**src/rtl/mcast_pkg.sv**
```systemverilog
package mcast_pkg;
  localparam int ADDR_W = 48;
  localparam int DW     = 32;

  typedef logic [ADDR_W-1:0] addr_t;
  typedef logic [DW-1:0]     word_t;

  typedef enum logic [1:0] {
    WS_IDLE = 2'd0,
    WS_LO   = 2'd1,
    WS_HI   = 2'd2
  } wr_st_e;
endpackage

```
**src/rtl/mcast_cmd_dec.sv**
```systemverilog
module mcast_cmd_dec
  import mcast_pkg::*;
#(
  parameter int ENTRIES = 4,
  parameter int IDX_W   = 3,
  parameter int RNW_BIT = 31
) (
  input  logic             clk_i,
  input  logic             rst_ni,
  input  logic             wr_i,
  input  word_t            wdata_i,
  output logic [IDX_W-1:0] rd_idx_o,
  output logic             commit_o,
  output logic [IDX_W-1:0] commit_idx_o,
  output addr_t            commit_data_o
);
  localparam logic [IDX_W:0] ENT_L = ENTRIES[IDX_W:0];
  localparam int HI_W = ADDR_W - DW;

  wr_st_e           st_q;
  logic [IDX_W-1:0] rd_idx_q, wr_idx_q;
  word_t            lo_q;

  always_ff @(posedge clk_i or negedge rst_ni) begin
    if (!rst_ni) begin
      st_q     <= WS_IDLE;
      rd_idx_q <= '0;
      wr_idx_q <= '0;
      lo_q     <= '0;
    end else if (wr_i) begin
      unique case (st_q)
        WS_IDLE: begin
          if (wdata_i[RNW_BIT]) begin
            rd_idx_q <= wdata_i[IDX_W-1:0];
          end else begin
            wr_idx_q <= wdata_i[IDX_W-1:0];
            st_q     <= WS_LO;
          end
        end
        WS_LO: begin
          lo_q <= wdata_i;
          st_q <= WS_HI;
        end
        default: st_q <= WS_IDLE;
      endcase
    end
  end

  // commit only on the high word and only for a valid slot
  assign commit_o      = wr_i && (st_q == WS_HI) && ({1'b0, wr_idx_q} < ENT_L);
  assign commit_idx_o  = wr_idx_q;
  assign commit_data_o = {wdata_i[HI_W-1:0], lo_q};
  assign rd_idx_o      = rd_idx_q;
endmodule

```
**src/rtl/mcast_store.sv**
```systemverilog
module mcast_store
  import mcast_pkg::*;
#(
  parameter int ENTRIES = 4,
  parameter int IDX_W   = 3
) (
  input  logic             clk_i,
  input  logic             rst_ni,
  input  logic             we_i,
  input  logic [IDX_W-1:0] widx_i,
  input  addr_t            wdata_i,
  output addr_t            tbl_o [ENTRIES]
);
  for (genvar g = 0; g < ENTRIES; g++) begin : g_ent
    localparam logic [IDX_W-1:0] MY_IDX = IDX_W'(g);
    addr_t ent_q;

    always_ff @(posedge clk_i or negedge rst_ni) begin
      if (!rst_ni)                        ent_q <= '0;
      else if (we_i && widx_i == MY_IDX)  ent_q <= wdata_i;
    end

    assign tbl_o[g] = ent_q;
  end
endmodule

```
**src/rtl/mcast_rd_seq.sv**
```systemverilog
module mcast_rd_seq
  import mcast_pkg::*;
#(
  parameter int ENTRIES = 4,
  parameter int IDX_W   = 3
) (
  input  logic             clk_i,
  input  logic             rst_ni,
  input  logic             sel_ni,
  input  logic [IDX_W-1:0] idx_i,
  input  addr_t            tbl_i [ENTRIES],
  output word_t            rdata_o,
  output logic             beat_o
);
  localparam int PAD_W = 2*DW - ADDR_W;

  logic  beat_q;
  addr_t ent;
  word_t word;
  word_t rdata_q;

  // out-of-range index falls through to zero
  always_comb begin
    ent = '0;
    for (int i = 0; i < ENTRIES; i++) begin
      if (idx_i == IDX_W'(i)) ent = tbl_i[i];
    end
  end

  assign word = beat_q ? {{PAD_W{1'b0}}, ent[ADDR_W-1:DW]} : ent[DW-1:0];

  always_ff @(posedge clk_i or negedge rst_ni) begin
    if (!rst_ni) begin
      beat_q  <= 1'b0;
      rdata_q <= '0;
    end else if (sel_ni) begin
      beat_q  <= 1'b0;
      rdata_q <= '0;
    end else begin
      beat_q  <= ~beat_q;
      rdata_q <= word;
    end
  end

  assign rdata_o = rdata_q;
  assign beat_o  = beat_q;
endmodule

```
**src/rtl/mcast_tbl_reader.sv**
```systemverilog
module mcast_tbl_reader
  import mcast_pkg::*;
#(
  parameter int ENTRIES = 4,
  parameter int IDX_W   = 3,
  parameter int RNW_BIT = 31
) (
  input  logic        clk_i,
  input  logic        rst_ni,
  input  logic        host_wr_i,
  input  logic [31:0] host_wdata_i,
  input  logic        host_sel_ni,
  output logic [31:0] host_rdata_o
);
  logic [IDX_W-1:0] rd_idx;
  logic             commit;
  logic [IDX_W-1:0] commit_idx;
  addr_t            commit_data;
  addr_t            tbl [ENTRIES];
  logic             beat;

  mcast_cmd_dec #(
    .ENTRIES (ENTRIES),
    .IDX_W   (IDX_W),
    .RNW_BIT (RNW_BIT)
  ) u_dec (
    .clk_i         (clk_i),
    .rst_ni        (rst_ni),
    .wr_i          (host_wr_i),
    .wdata_i       (host_wdata_i),
    .rd_idx_o      (rd_idx),
    .commit_o      (commit),
    .commit_idx_o  (commit_idx),
    .commit_data_o (commit_data)
  );

  mcast_store #(
    .ENTRIES (ENTRIES),
    .IDX_W   (IDX_W)
  ) u_store (
    .clk_i   (clk_i),
    .rst_ni  (rst_ni),
    .we_i    (commit),
    .widx_i  (commit_idx),
    .wdata_i (commit_data),
    .tbl_o   (tbl)
  );

  mcast_rd_seq #(
    .ENTRIES (ENTRIES),
    .IDX_W   (IDX_W)
  ) u_rd (
    .clk_i   (clk_i),
    .rst_ni  (rst_ni),
    .sel_ni  (host_sel_ni),
    .idx_i   (rd_idx),
    .tbl_i   (tbl),
    .rdata_o (host_rdata_o),
    .beat_o  (beat)
  );
endmodule

```
**config.mk**
```make
export PLATFORM = sky130hd
export DESIGN_NAME = mcast_tbl_reader
export DESIGN_NICKNAME = d
export VERILOG_FILES = /design/src/rtl/mcast_pkg.sv /design/src/rtl/mcast_cmd_dec.sv /design/src/rtl/mcast_store.sv /design/src/rtl/mcast_rd_seq.sv /design/src/rtl/mcast_tbl_reader.sv
export SDC_FILE = /design/constraint.sdc
export NUM_CORES = 1
export LEC_CHECK = 0
export BUFFER_PORTS_ARGS = -buffer_cell sky130_fd_sc_hd__buf_2
export CAP_MARGIN = 20
export CORE_AREA = 2 2 196 198
export CTS_BUF_LIST = sky130_fd_sc_hd__clkbuf_4 sky130_fd_sc_hd__clkbuf_8
export DETAILED_ROUTE_END_ITERATION = 10
export DIE_AREA = 0 0 198 200
export PLACE_DENSITY = 0.5
export SYNTH_ARGS = -nofsm -noshare
export SYNTH_HDL_FRONTEND = slang
export SYNTH_SLANG_ARGS = --single-unit
```
**constraint.sdc**
```tcl
create_clock -name clk_i -period 2.1 [get_ports clk_i]
set_clock_uncertainty 0.1 [all_clocks]
set_input_delay 0.21 -clock clk_i [delete_from_list [all_inputs] [get_ports clk_i]]
set_output_delay 0.21 -clock clk_i [all_outputs]
set_load 0.02 [all_outputs]
```
### Word-level counts from Yosys, hierarchy flattened

Cells that the tools add are included.

| operators by class | value |
|---|---|
| eq/ne operators | 9 |
| magnitude comparators | 1 |
| reduce and logical (&&, ||, !) cells | 13 |
| bitwise operators | 2 |
| muxes and demuxes | 9 |

Operators by type and width:

| cell | number |
|---|---|
| $mux 48 | 4 |
| $mux 32 | 2 |
| $eq 3x2->1 const B | 4 |
| $eq 3x1->1 const B | 2 |
| $logic_and 1x1->1 | 6 |
| $logic_not 3->1 | 2 |
| $reduce_and 3->1 | 2 |
| $pmux 2 s2 | 1 |
| $reduce_and 2->1 | 2 |
| $lt 3x3->1 const B | 1 |
| $eq 2x1->1 const B | 1 |
| $eq 2x2->1 const B | 1 |
| $logic_not 2->1 | 1 |
| $mux 2 | 1 |
| $ne 2x2->1 const B | 1 |
| $not 1->1 | 2 |
| $mux 1 | 1 |

| storage, ports and cells | value |
|---|---|
| register bits after elaboration | 265 |
| output and inout bits | 32 |
| input port bits | 36 |
| word-level logic and storage cells | 44 |

### Depth between registers and ports, before layout

Gate-level depths: netlist of run 1.

| depth | value |
|---|---|
| word-level depth | 7 |
| depth in mapped cells | 7 |

### By module

From an unflattened synthesis of run 1, not the netlist that was laid out.

| second synthesis, totals | value |
|---|---|
| cells, all modules | 812 |
| area total of the unflattened synthesis | 11486.0 um2 |

Modules (own cells, without submodules):

| module | times used | cells each | area each (um2) |
|---|---|---|---|
| mcast_store | 1 | 408 | 7180.6 |
| mcast_rd_seq | 1 | 299 | 2531.2 |
| mcast_cmd_dec | 1 | 105 | 1774.2 |

### Worst setup path after synthesis of run 1

OpenSTA, ideal clock, no wires.

| timing | value |
|---|---|
| kind | register to register |
| from | register u_dec.st_q[0] |
| to | register u_store.g_ent[0].ent_q[32] |
| buffers on the path | 2 |
| setup slack | 382 ps |
| arrival | 1493 ps |
| data required time | 1875 ps |
| cell stages (with the launch flop) | 6 |
| cell sequence | dfrtp_1 nand4bb_4 nor3_2 buf_2 buf_4 mux2_2 |

| between the ends | value |
|---|---|
| cells in the longest elaborated chain, start to end | 4 |

Ends and longest elaborated chain:

| what | RTL line | text |
|---|---|---|
| from (decl) | mcast_cmd_dec.sv:20 | `wr_st_e st_q;` |
| from (signal assigned) | mcast_cmd_dec.sv:26 | `st_q <= WS_IDLE;` |
| from (signal assigned) | mcast_cmd_dec.sv:37 | `st_q <= WS_LO;` |
| from (signal assigned) | mcast_cmd_dec.sv:42 | `st_q <= WS_HI;` |
| $eq 2x2->1 | mcast_cmd_dec.sv:50 | `assign commit_o = wr_i && (st_q == WS_HI) && ({1'b0, wr_idx_q} < ENT_L);` |
| $logic_and 1x1->1 (2 in a row) | mcast_cmd_dec.sv:50 |  |
| $logic_and 1x1->1 | mcast_store.sv:20 | `else if (we_i && widx_i == MY_IDX) ent_q <= wdata_i;` |
| to (signal assigned) | mcast_store.sv:20 |  |
| to (decl) | mcast_store.sv:16 | `addr_t ent_q;` |

Every way passes these cells.
A chain may end at the register's enable or synchronous reset.

### Worst setup path in the final report of run 1

| timing | value |
|---|---|
| from | register u_dec.rd_idx_q[0], in the netlist u_dec.rd_idx_o[0] |
| to | register u_rd.rdata_q[14], in the netlist u_rd.rdata_o[14] |

| between the ends | value |
|---|---|
| cells in the longest elaborated chain, start to end | 7 |
| elaborated cells on any way between the ends | 10 |

Ends and longest elaborated chain:

| what | RTL line | text |
|---|---|---|
| from (decl) | mcast_cmd_dec.sv:21 | `logic [IDX_W-1:0] rd_idx_q, wr_idx_q;` |
| from (signal assigned) | mcast_cmd_dec.sv:34 | `rd_idx_q <= wdata_i[IDX_W-1:0];` |
| $logic_not 3->1 | mcast_rd_seq.sv:26 | `if (idx_i == IDX_W'(i)) ent = tbl_i[i];` |
| $mux 48 (3 in a row) | mcast_rd_seq.sv:26 |  |
| $mux 48 * | mcast_rd_seq.sv:26 |  |
| $mux 32 * | mcast_rd_seq.sv:30 | `assign word = beat_q ? {{PAD_W{1'b0}}, ent[ADDR_W-1:DW]} : ent[DW-1:0];` |
| $mux 32 * | mcast_rd_seq.sv:36 | `end else if (sel_ni) begin` |
| to (signal assigned) | mcast_rd_seq.sv:41 | `rdata_q <= word;` |
| to (decl) | mcast_rd_seq.sv:20 | `word_t rdata_q;` |

Every way passes the cells marked *; elsewhere a longest branch is shown, timed or not.

==> flow_metrics.env, run 1 <==
export IMPL_status="finished clean"
export IMPL_wire_per_inst_um=18.0
export IMPL_crit_buf_inv=2
export IMPL_drt_iter0_markers=264
export IMPL_grt_pass1_wl_um=42400
export IMPL_die_h_um=200
export IMPL_clockBufferDepth=3
export IMPL_finalWeightedCongestion=0.684
export IMPL_diodes=0
export IMPL_cts_htree_levels=2
export IMPL_setup_viol=0
export IMPL_rrSetupSlack_ps=260
export IMPL_root_buffer="clkbuf_8"
export IMPL_cap_violations=0
export IMPL_fillers=3691
export IMPL_hpwl_um=15500
export IMPL_die_width_um=198
export IMPL_first_global_vias=7311
export IMPL_switching_share=0.294
export IMPL_rsz0062_at_grt="no"
export IMPL_reg2reg_depth=6
export IMPL_cpMaxStageDelayCell="dfrtp_2"
export IMPL_p_int_mw=11.7
export IMPL_ys_flop_type="dfrtp_1"
export IMPL_row_count=71
export IMPL_r2r_end="u_rd.rdata_o[14]"
export IMPL_clk_pin_slew_ps=60
export IMPL_first_pass_iters=4
export IMPL_ios=68
export IMPL_overflow=0
export IMPL_vias_per_cell=4.61
export IMPL_worstMarginPinSlew_ps=465
export IMPL_track_usage=0.139
export IMPL_startpoint_type="flip-flop"
export IMPL_core_sq_um=37400
export IMPL_async_flop_share=1.00
export IMPL_layout_common_cells="263 x dfrtp_1, 260 x mux2_2, 66 x buf_2, 55 x clkbuf_8, 48 x a21oi_1"
export IMPL_path_cells="buf_4 > nand2_1 > nor2_1 > buf_4 > a21oi_1 > a32oi_1"
export IMPL_layout_nets=957
export IMPL_path_class="reg2reg"
export IMPL_synthesis_instances=794
export IMPL_max_freq_ghz=0.542
export IMPL_clock_latency_ps=570
export IMPL_slew_viol_final=0
export IMPL_cp_end_kind="flip-flop"
export IMPL_p_clk_frac=0.278
export IMPL_arrival_ps=2200
export IMPL_final_cells=1458
export IMPL_p_switching_mw=4.89
export IMPL_placed_cells=1351
export IMPL_placedInstanceArea_sq_um=12200
export IMPL_crit_family="buffers and inverters"
export IMPL_via_count=6727
export IMPL_port_buffers=67
export IMPL_layout_setup_ws_ps=255
export IMPL_required_ps=2450
export IMPL_reg2reg_from="u_dec.rd_idx_o[0]"
export IMPL_synthesis_nets=830
export IMPL_layout_drive_gt1_share=0.467
export IMPL_grt_max_degree=74
export IMPL_start_util=0.298
export IMPL_numCtsBuffers=45
export IMPL_final_common_cell="dfrtp_1"
export IMPL_max_slew_margin=0.690
export IMPL_synth_edff_count=0
export IMPL_cts_sinks=265
export IMPL_wl_um=26200
export IMPL_finalHoldViolations=0
export IMPL_p_comb_frac=0.239
export IMPL_cts_tree="yes"
export IMPL_slowest_delay_ps=530
export IMPL_antenna_left=0
export IMPL_post_route_period_util=0.878
export IMPL_layout_area_overhead_vs_synth_pct=20.8
export IMPL_layout_min_cycle_time_ps=1840
export IMPL_final_area_sq_um=13500
export IMPL_hp_class="in2async"
export IMPL_cp_max_fo=19
export IMPL_setup_tns_ps=0
export IMPL_drc_errors=0
export IMPL_ir_worst_vdd_uv=538
export IMPL_ys_seq_area_frac=0.596
export IMPL_p_leak_nw=6.32
export IMPL_dp_slack_ps=230
export IMPL_antenna_found_initial=0
export IMPL_synth_seq_cells=265
export IMPL_dieArea_sq_um=39600
export IMPL_synth_cell_types=30
export IMPL_power_density_nw_per_um2=1230
export IMPL_avgSynthCellArea_sq_um=14.0
export IMPL_yosysWarnings=0
export IMPL_syn_cell_area_sq_um=11100
export IMPL_power_frac_seq=0.483
export IMPL_critPathMostFrequentCell="buf_4"
-- power groups by stage --
stage | clock, mW | combinational [mW] | sequential (mW)
3_5_place_dp | 0 | 3.98 | 8.12
3_3_place_gp | 0 | 3.90 | 8.07
2_1_floorplan | 0 | 2.90 | 7.81
5_1_grt | 5.03 | 4.37 | 8.30
6_report | 4.61 | 3.97 | 8.02
4_1_cts | 4.81 | 4.05 | 8.04
-- per-layer routing --
layer  global-route usage  share of wire  up-vias
met3               0.0267          0.038       56
met2                0.228           0.47      121
met1                0.186           0.47     3433
met4               0.0415          0.024        0
li1                     -              -     3117
met5                    0              0        -
-- Yosys cell counts, drive strengths merged, types with 2 or more instances --
cell	number	area [sq um]
o21ai	17	85.1
o22ai	15	93.8
nand3	2	10.0
buf	37	241
nor3	17	101
clkbuf	14	52.6
nand2b	17	106
or3	2	12.5
a21oi	48	240
nor2b	2	12.5
a32oi	16	140
dfrtp	265	6630
inv	4	15.0
mux2i	16	160
nor2	35	131
mux2	261	2940
nand2	19	71.3
-- flip-flops by register name (all words and copies together), names as in the netlist --
register and count:
u_rd.rdata_o 32, u_dec.lo_q 32, u_store.g_ent.ent_q 192, u_dec.commit_idx_o 3
u_dec.rd_idx_o 3, u_dec.st_q 2, u_rd.beat_o 1
-- how the worst max path moves through the flow --
stage,from,end,slack [ps],depth (start not counted)
3_5_place_dp,u_dec.rd_idx_o[0],u_rd.rdata_o[14],230,6
6_report,u_dec.rd_idx_o[0],u_rd.rdata_o[14],260,6
2_1_floorplan,u_dec.st_q[0],u_store.g_ent[0].ent_q[32],380,5
4_1_cts,u_dec.rd_idx_o[0],u_rd.rdata_o[14],200,6
3_3_place_gp,u_dec.rd_idx_o[0],u_rd.rdata_o[14],280,6
5_1_grt,u_dec.rd_idx_o[0],u_rd.rdata_o[5],120,6
-- metrics by stage --
stage / hold WS, ps / util / power (mW)
5_1_grt: 70.2 / 0.360 / 17.7
3_5_place_dp: 61.7 / 0.327 / 12.1
2_1_floorplan: -186 / - / 10.7
6_report: 57.2 / 0.360 / 16.6
4_1_cts: 36.1 / 0.360 / 16.9
3_3_place_gp: 57.8 / 0.327 / 12.0
-- cell families (layout without fill, tap and decap cells) --
logic type | count (synthesis) | after routing | synth area share
buffers and inverters | 55 | 208 | 0.0278
multiplexers | 278 | 278 | 0.280
AND/OR/NAND/NOR | 99 | 99 | 0.0454
AO/OA/AOI/OAI | 97 | 97 | 0.0509
flip-flops | 265 | 265 | 0.596
-- area by class of cell --
type                            instances  area [sq um]  area share
Tap cell                              511           639      0.0475
Clock inverter                          2          12.5    0.000930
Timing Repair Buffer                  131          1060      0.0789
Sequential cell                       265          6630       0.493
Inverter                                4          15.0     0.00112
Clock buffer                           71           877      0.0652
Multi-Input combinational cell        474          4220       0.313
-- repair_timing --
action                    4_1_cts  5_1_grt
hold buffers                   34        0
setup buffers                   0        0
gates resized for setup         0        0
hold endpoints to repair      369        0
Note: power is estimated with default switching activity, not from simulation.
==> run 2, diff against run 1 <==
==> constraint.sdc (replaced) <==
create_clock -name clk_i -period 2.1 [get_ports clk_i]
set_clock_uncertainty 0.1 [all_clocks]
set_input_delay 0 -clock clk_i [delete_from_list [all_inputs] [get_ports clk_i]]
set_output_delay 0 -clock clk_i [all_outputs]
set_load 0.02 [all_outputs]
==> run 2 against run 1 <==
  * Worst setup slack improved by 31 ps
  * Flip-flop and latch count unchanged
  * Critical path type unchanged
  * Clock power about the same
  * First-iteration DRC count increased by 30%
  * Largest cell class unchanged
  * Die area unchanged
  * Combinational power increased by 1%
  * Hold slack improved by 59 ps
  * Critical path depth unchanged
  * Cell count increased by 0.75%
==> flow_metrics.env, run 2 (synthesis gave the netlist of run 1 again) <==
export IMPL_numCtsBuffers=44
export IMPL_power_density_nw_per_um2=1230
export IMPL_fin_util=0.360
export IMPL_p_int_mw=11.7
export IMPL_wl_um=26700
export IMPL_core_sq_um=37400
export IMPL_clock_latency_ps=570
export IMPL_vias_per_cell=4.64
export IMPL_top_layer="met4"
export IMPL_p_leak_nw=6.34
export IMPL_die_width_um=198
export IMPL_cts_tree="yes"
export IMPL_regMostFlops="u_store.g_ent.ent_q"
export IMPL_layout_drive_gt1_share=0.470
export IMPL_switching_share=0.296
export IMPL_layout_area_overhead_vs_synth_pct=21.1
export IMPL_placed_cells=1355
export IMPL_finalWeightedCongestion=0.693
export IMPL_rrSetupSlack_ps=290
export IMPL_layout_min_cycle_time_ps=1810
export IMPL_clockBufferDepth=3
export IMPL_min_from="host_wdata_i[22]"
export IMPL_hold_path_endpoint="u_dec.lo_q[22]"
export IMPL_final_common_cell="dfrtp_1"
export IMPL_grt_pass1_wl_um=42800
export IMPL_start_util=0.298
export IMPL_cp_end_kind="flip-flop"
export IMPL_slew_viol_final=0
export IMPL_max_freq_ghz=0.551
export IMPL_post_route_period_util=0.864
export IMPL_p_switching_mw=4.91
export IMPL_track_usage=0.141
export IMPL_dieArea_sq_um=39600
export IMPL_final_cells=1469
export IMPL_ir_worst_vdd_uv=508
export IMPL_row_count=71
export IMPL_status="finished clean"
export IMPL_arrival_ps=2180
export IMPL_hpwl_um=15600
export IMPL_hold_path_depth=3
export IMPL_cap_violations=0
export IMPL_worstMarginPinSlew_ps=531
export IMPL_port_buffers=67
export IMPL_antenna_found_initial=1
export IMPL_dr_wl_met2_um=12300
export IMPL_largest_reg_flops=192
export IMPL_reg2reg_from="u_dec.rd_idx_o[0]"
export IMPL_cts_setup_buffers=0
export IMPL_p_comb_frac=0.242
export IMPL_startpoint_type="flip-flop"
export IMPL_met1_length_um=12700
export IMPL_clk_pin_slew_ps=60
export IMPL_r2r_end="u_rd.rdata_o[12]"
export IMPL_p_clk_frac=0.277
export IMPL_drt_iter0_markers=342
export IMPL_cts_sinks=265
export IMPL_wire_per_inst_um=18.2
export IMPL_hp_class="in2reg"
export IMPL_first_pass_iters=4
export IMPL_die_h_um=200
export IMPL_required_ps=2460
export IMPL_rsz0062_at_grt="no"
export IMPL_overflow=0
export IMPL_reg2reg_depth=6
export IMPL_power_frac_seq=0.481
export IMPL_layout_common_cells="263 x dfrtp_1, 260 x mux2_2, 66 x buf_2, 50 x clkbuf_8, 48 x a21oi_1"
export IMPL_layout_nets=962
export IMPL_cts_htree_levels=2
export IMPL_path_class="reg2reg"
export IMPL_max_slew_margin=0.646
export IMPL_drc_errors=0
export IMPL_dr_wl_met3_um=1050
export IMPL_cp_max_fo=16
export IMPL_grt_max_degree=65
export IMPL_setup_viol=0
export IMPL_antenna_left=0
export IMPL_root_buffer="clkbuf_8"
export IMPL_via_count=6812
export IMPL_setup_tns_ps=0
export IMPL_ios=68
export IMPL_first_global_vias=7357
export IMPL_finalHoldViolations=0
==> run 2: cell count changes in the layout (fill, tap and decap cells not counted) <==
cell / change
clkbuf_4: +8
buf_4: +6
clkbuf_8: -5
buf_12: -2
dlygate4sd3_1: +2
clkinvlp_4: +1
diode_2: +1
==> run 2: critical path: stages, from the launching register on <==
cell and delay [ps]:
dfrtp_2 400, buf_4 260, nand2b_1 150, nor3_4 120, buf_4 330, a21oi_1 120, a32oi_1 220
==> run 2: what timing repair did <==
item | 4_1_cts | 5_1_grt
hold buffers | 36 | 0
gates resized for setup | 0 | 0
endpoints found under the hold margin | 379 | 0
setup endpoints to repair | 0 | 0
==> run 2: per-stage QoR <==
stage | setup slack [ps] | area (sq um) | total power, mW | hold slack [ps]
3_5_place_dp | 302 | 12200 | 12.1 | -125
4_1_cts | 275 | 13500 | 16.9 | 74.1
5_1_grt | 161 | 13500 | 17.7 | 105
2_1_floorplan | 382 | 11100 | 10.7 | -396
3_3_place_gp | 282 | 12200 | 12.0 | -120
6_report | 287 | 13500 | 16.6 | 116
==> run 2: how the worst max path moves through the flow <==
| stage | from | endpoint | cells after the start |
|---|---|---|---|
| floorplan | u_dec.st_q[0] | u_store.g_ent[0].ent_q[32] | 5 |
| global placement | u_dec.st_q[0] | u_store.g_ent[2].ent_q[44] | 5 |
| detailed placement | u_dec.st_q[0] | u_store.g_ent[2].ent_q[44] | 5 |
| CTS | u_dec.rd_idx_o[0] | u_rd.rdata_o[0] | 6 |
| global route | u_dec.rd_idx_o[0] | u_rd.rdata_o[0] | 6 |
| finish | u_dec.rd_idx_o[0] | u_rd.rdata_o[12] | 6 |
==> run 2: cell type report <==
cell class              count  area (sq um)
flip-flops and latches    265          6630
repair buffers            137          1090
multi-input cells         474          4220
diodes                      1          2.50
well taps                 511           639
clock inverters             3          20.0
fillers                  3718         23900
clock buffers              74           868
inverters                   4          15.0
==> run 2: metal layers <==
layer | track usage | vias to the layer above
li1 | - | 3120
met1 | 0.194 | 3511
met2 | 0.225 | 124
met3 | 0.0262 | 57
met4 | 0.0432 | 0
met5 | 0 | -
==> run 2: power by group through the flow <==
stage                     logic [mW]  registers [mW]  clock network (mW)
final                           4.01            7.99                4.60
after global routing            4.43            8.27                5.00
after CTS                       4.10            8.01                4.77
after detailed placement        4.03            8.09                   0
after global placement          3.94            8.06                   0
after floorplan                 2.90            7.81                   0
==> run 3, diff against run 2 <==
--- a/config.mk
+++ b/config.mk
@@ -7,11 +7,11 @@
 export LEC_CHECK = 0
 export BUFFER_PORTS_ARGS = -buffer_cell sky130_fd_sc_hd__buf_2
 export CAP_MARGIN = 20
-export CORE_AREA = 2 2 196 198
+export CORE_AREA = 2 2 161 241
 export CTS_BUF_LIST = sky130_fd_sc_hd__clkbuf_4 sky130_fd_sc_hd__clkbuf_8
 export DETAILED_ROUTE_END_ITERATION = 10
-export DIE_AREA = 0 0 198 200
-export PLACE_DENSITY = 0.5
+export DIE_AREA = 0 0 163 243
+export PLACE_DENSITY = 0.51
 export SYNTH_ARGS = -nofsm -noshare
 export SYNTH_HDL_FRONTEND = slang
 export SYNTH_SLANG_ARGS = --single-unit
==> constraint.sdc (replaced) <==
create_clock -name clk_i -period 1.6 [get_ports clk_i]
set_clock_uncertainty 0.1 [all_clocks]
set_input_delay 0 -clock clk_i [delete_from_list [all_inputs] [get_ports clk_i]]
set_output_delay 0 -clock clk_i [all_outputs]
set_load 0.02 [all_outputs]
==> run 3 against run 2 <==
  * The flow now finishes with violations (setup timing)
  * Highest routed layer unchanged
  * Flip-flop and latch count is the same
  * Critical endpoint is now u_store.g_ent[1].ent_q[31]
  * Critical path type unchanged
  * Cell area grew 6.4%
  * Global-route usage is essentially flat
  * Critical path depth shrank 1
  * Sequential share of layout area shrank 3.0 points
  * Clock power grew 33%
  * Die area is essentially flat
  * Hold slack lost 3.4 ps
  * First-iteration DRC count shrank 5.6%
  * Wire length grew 1.4%
  * Sequential power grew 33%
  * Cell count grew 0.41%
==> flow_metrics.env, run 3 (synthesis gave the netlist of run 1 again) <==
export IMPL_wl_um=27100
export IMPL_layout_common_cells="262 x dfrtp_1, 236 x mux2_2, 66 x buf_2, 54 x clkbuf_8, 40 x a21oi_1"
export IMPL_max_slew_margin=0.686
export IMPL_root_buffer="clkbuf_8"
export IMPL_layout_setup_ws_ps=-89.6
export IMPL_layout_min_cycle_time_ps=1690
export IMPL_power_density_nw_per_um2=1600
export IMPL_p_switching_mw=6.86
export IMPL_first_global_vias=7419
export IMPL_dp_slack_ps=-194
export IMPL_fin_util=0.382
export IMPL_ios=68
export IMPL_cp_max_fo=9
export IMPL_hp_class="in2reg"
export IMPL_antenna_found_initial=1
export IMPL_cts_sinks=265
export IMPL_row_count=87
export IMPL_clk_pin_slew_ps=60
export IMPL_largest_reg_flops=192
export IMPL_rsz0062_at_grt="yes"
export IMPL_fillers=3599
export IMPL_ir_worst_vdd_uv=679
export IMPL_finalWeightedCongestion=0.702
export IMPL_hpwl_um=17000
export IMPL_core_sq_um=37600
export IMPL_finalHoldViolations=0
export IMPL_layout_area_overhead_vs_synth_pct=28.9
export IMPL_setup_viol=147
export IMPL_arrival_ps=2030
export IMPL_layout_nets=991
export IMPL_start_util=0.296
export IMPL_drc_errors=0
export IMPL_numCtsBuffers=43
export IMPL_dieArea_sq_um=39600
export IMPL_p_int_mw=16.1
export IMPL_reg2reg_depth=5
export IMPL_seq_area_sq_um=6640
export IMPL_hold_path_depth=3
export IMPL_die_width_um=163
export IMPL_vias_per_cell=4.71
export IMPL_status="complete, but fails checks"
export IMPL_overflow=0
export IMPL_track_usage=0.140
export IMPL_drt_iter0_markers=323
export IMPL_grt_pass1_wl_um=43300
export IMPL_max_freq_ghz=0.592
export IMPL_die_h_um=243
export IMPL_switching_share=0.298
export IMPL_p_leak_nw=6.68
export IMPL_cap_violations=0
export IMPL_layout_drive_gt1_share=0.533
export IMPL_clock_latency_ps=560
export IMPL_slew_viol_final=0
export IMPL_post_route_period_util=1.06
export IMPL_port_buffers=67
export IMPL_cts_htree_levels=2
export IMPL_cp_end_kind="flip-flop"
export IMPL_regMostFlops="u_store.g_ent.ent_q"
export IMPL_antenna_left=0
export IMPL_power_frac_seq=0.459
export IMPL_required_ps=1940
export IMPL_p_comb_frac=0.275
export IMPL_p_clk_frac=0.266
export IMPL_violations="setup timing"
export IMPL_cts_tree="yes"
export IMPL_path_class="reg2reg"
export IMPL_via_count=6953
export IMPL_clockBufferDepth=3
export IMPL_wire_per_inst_um=18.4
export IMPL_worstMarginPinSlew_ps=471
export IMPL_grt_max_degree=53
export IMPL_first_pass_iters=6
export IMPL_multi_input_area_sq_um=4570
export IMPL_final_common_cell="dfrtp_1"
export IMPL_startpoint_type="flip-flop"
[run 3: cell count changes in the layout (fill, tap and decap cells not counted), sizes merged]
cell and delta:
buf +28, clkbuf +1, clkinv -1, clkinvlp -1, inv +1
[run 3: path summary, 6_finish.rpt]
check | startpoint | endpoint | slack [ps]
max | u_dec.commit_idx_o[2] | u_store.g_ent[1].ent_q[31] | -90
max in group asynchronous | rst_ni | u_store.g_ent[0].ent_q[20] | 390
min in group asynchronous | rst_ni | u_store.g_ent[2].ent_q[35] | 360
min | host_wdata_i[16] | u_dec.lo_q[16] | 110
max reg2reg | u_dec.commit_idx_o[2] | u_store.g_ent[1].ent_q[31] | -90
min reg2reg | u_store.g_ent[2].ent_q[44] | u_store.g_ent[2].ent_q[44] | 390
[run 3: through the flow]
step / hold WS [ps] / power, mW / std cells / instance area (sq um) / setup TNS (ps)
CTS: 76.8 / 22.9 / 1474 / 14100 / -6400
global placement: -159 / 16.1 / 1358 / 12600 / -7550
global route: 92.8 / 24.4 / 1475 / 14300 / -18070
finish: 113 / 23.0 / 1475 / 14300 / -5820
floorplan: -396 / 14.1 / 794 / 11200 / -885
detailed placement: -161 / 16.2 / 1358 / 12600 / -8230
[run 3: area by class of cell]
class | count | area share
multi-input cells | 474 | 0.319
diodes | 1 | 0.000174
flip-flops and latches | 265 | 0.462
repair buffers | 167 | 0.112
clock inverters | 2 | 0.00113
well taps | 489 | 0.0426
inverters | 4 | 0.00105
clock buffers | 73 | 0.0617
[run 3: power groups by stage]
stage | Sequential [mW] | Combinational, mW | Clock, mW
3_3_place_gp | 10.5 | 5.52 | 0
2_1_floorplan | 10.3 | 3.81 | 0
4_1_cts | 10.5 | 6.06 | 6.36
6_report | 10.6 | 6.31 | 6.11
5_1_grt | 10.9 | 6.87 | 6.65
3_5_place_dp | 10.6 | 5.63 | 0
[run 3: critical path: stages, from the launching register on]
cell and delay (ps):
dfrtp_1 370, nand4bb_4 260, nor2_1 210, nand2_4 160, clkbuf_16 220, mux2_2 270
[run 3: per-layer routing]
metal	global-route usage	part of all wire	vias to the layer above	wire, um
met3	0.0219	0.029	41	772
met5	0	0	-	0
met4	0.0437	0.021	0	575
met2	0.237	0.50	120	13600
li1	-	-	3175	-
met1	0.183	0.45	3617	12100
[run 3: repair_timing]
action	4_1_cts	5_1_grt
pin swaps	6	18
hold buffers	36	0
cloned	0	2
hold endpoints to repair	401	0
resized for setup	43	63
endpoints found under the setup margin	184	219
buffers inserted	5	0
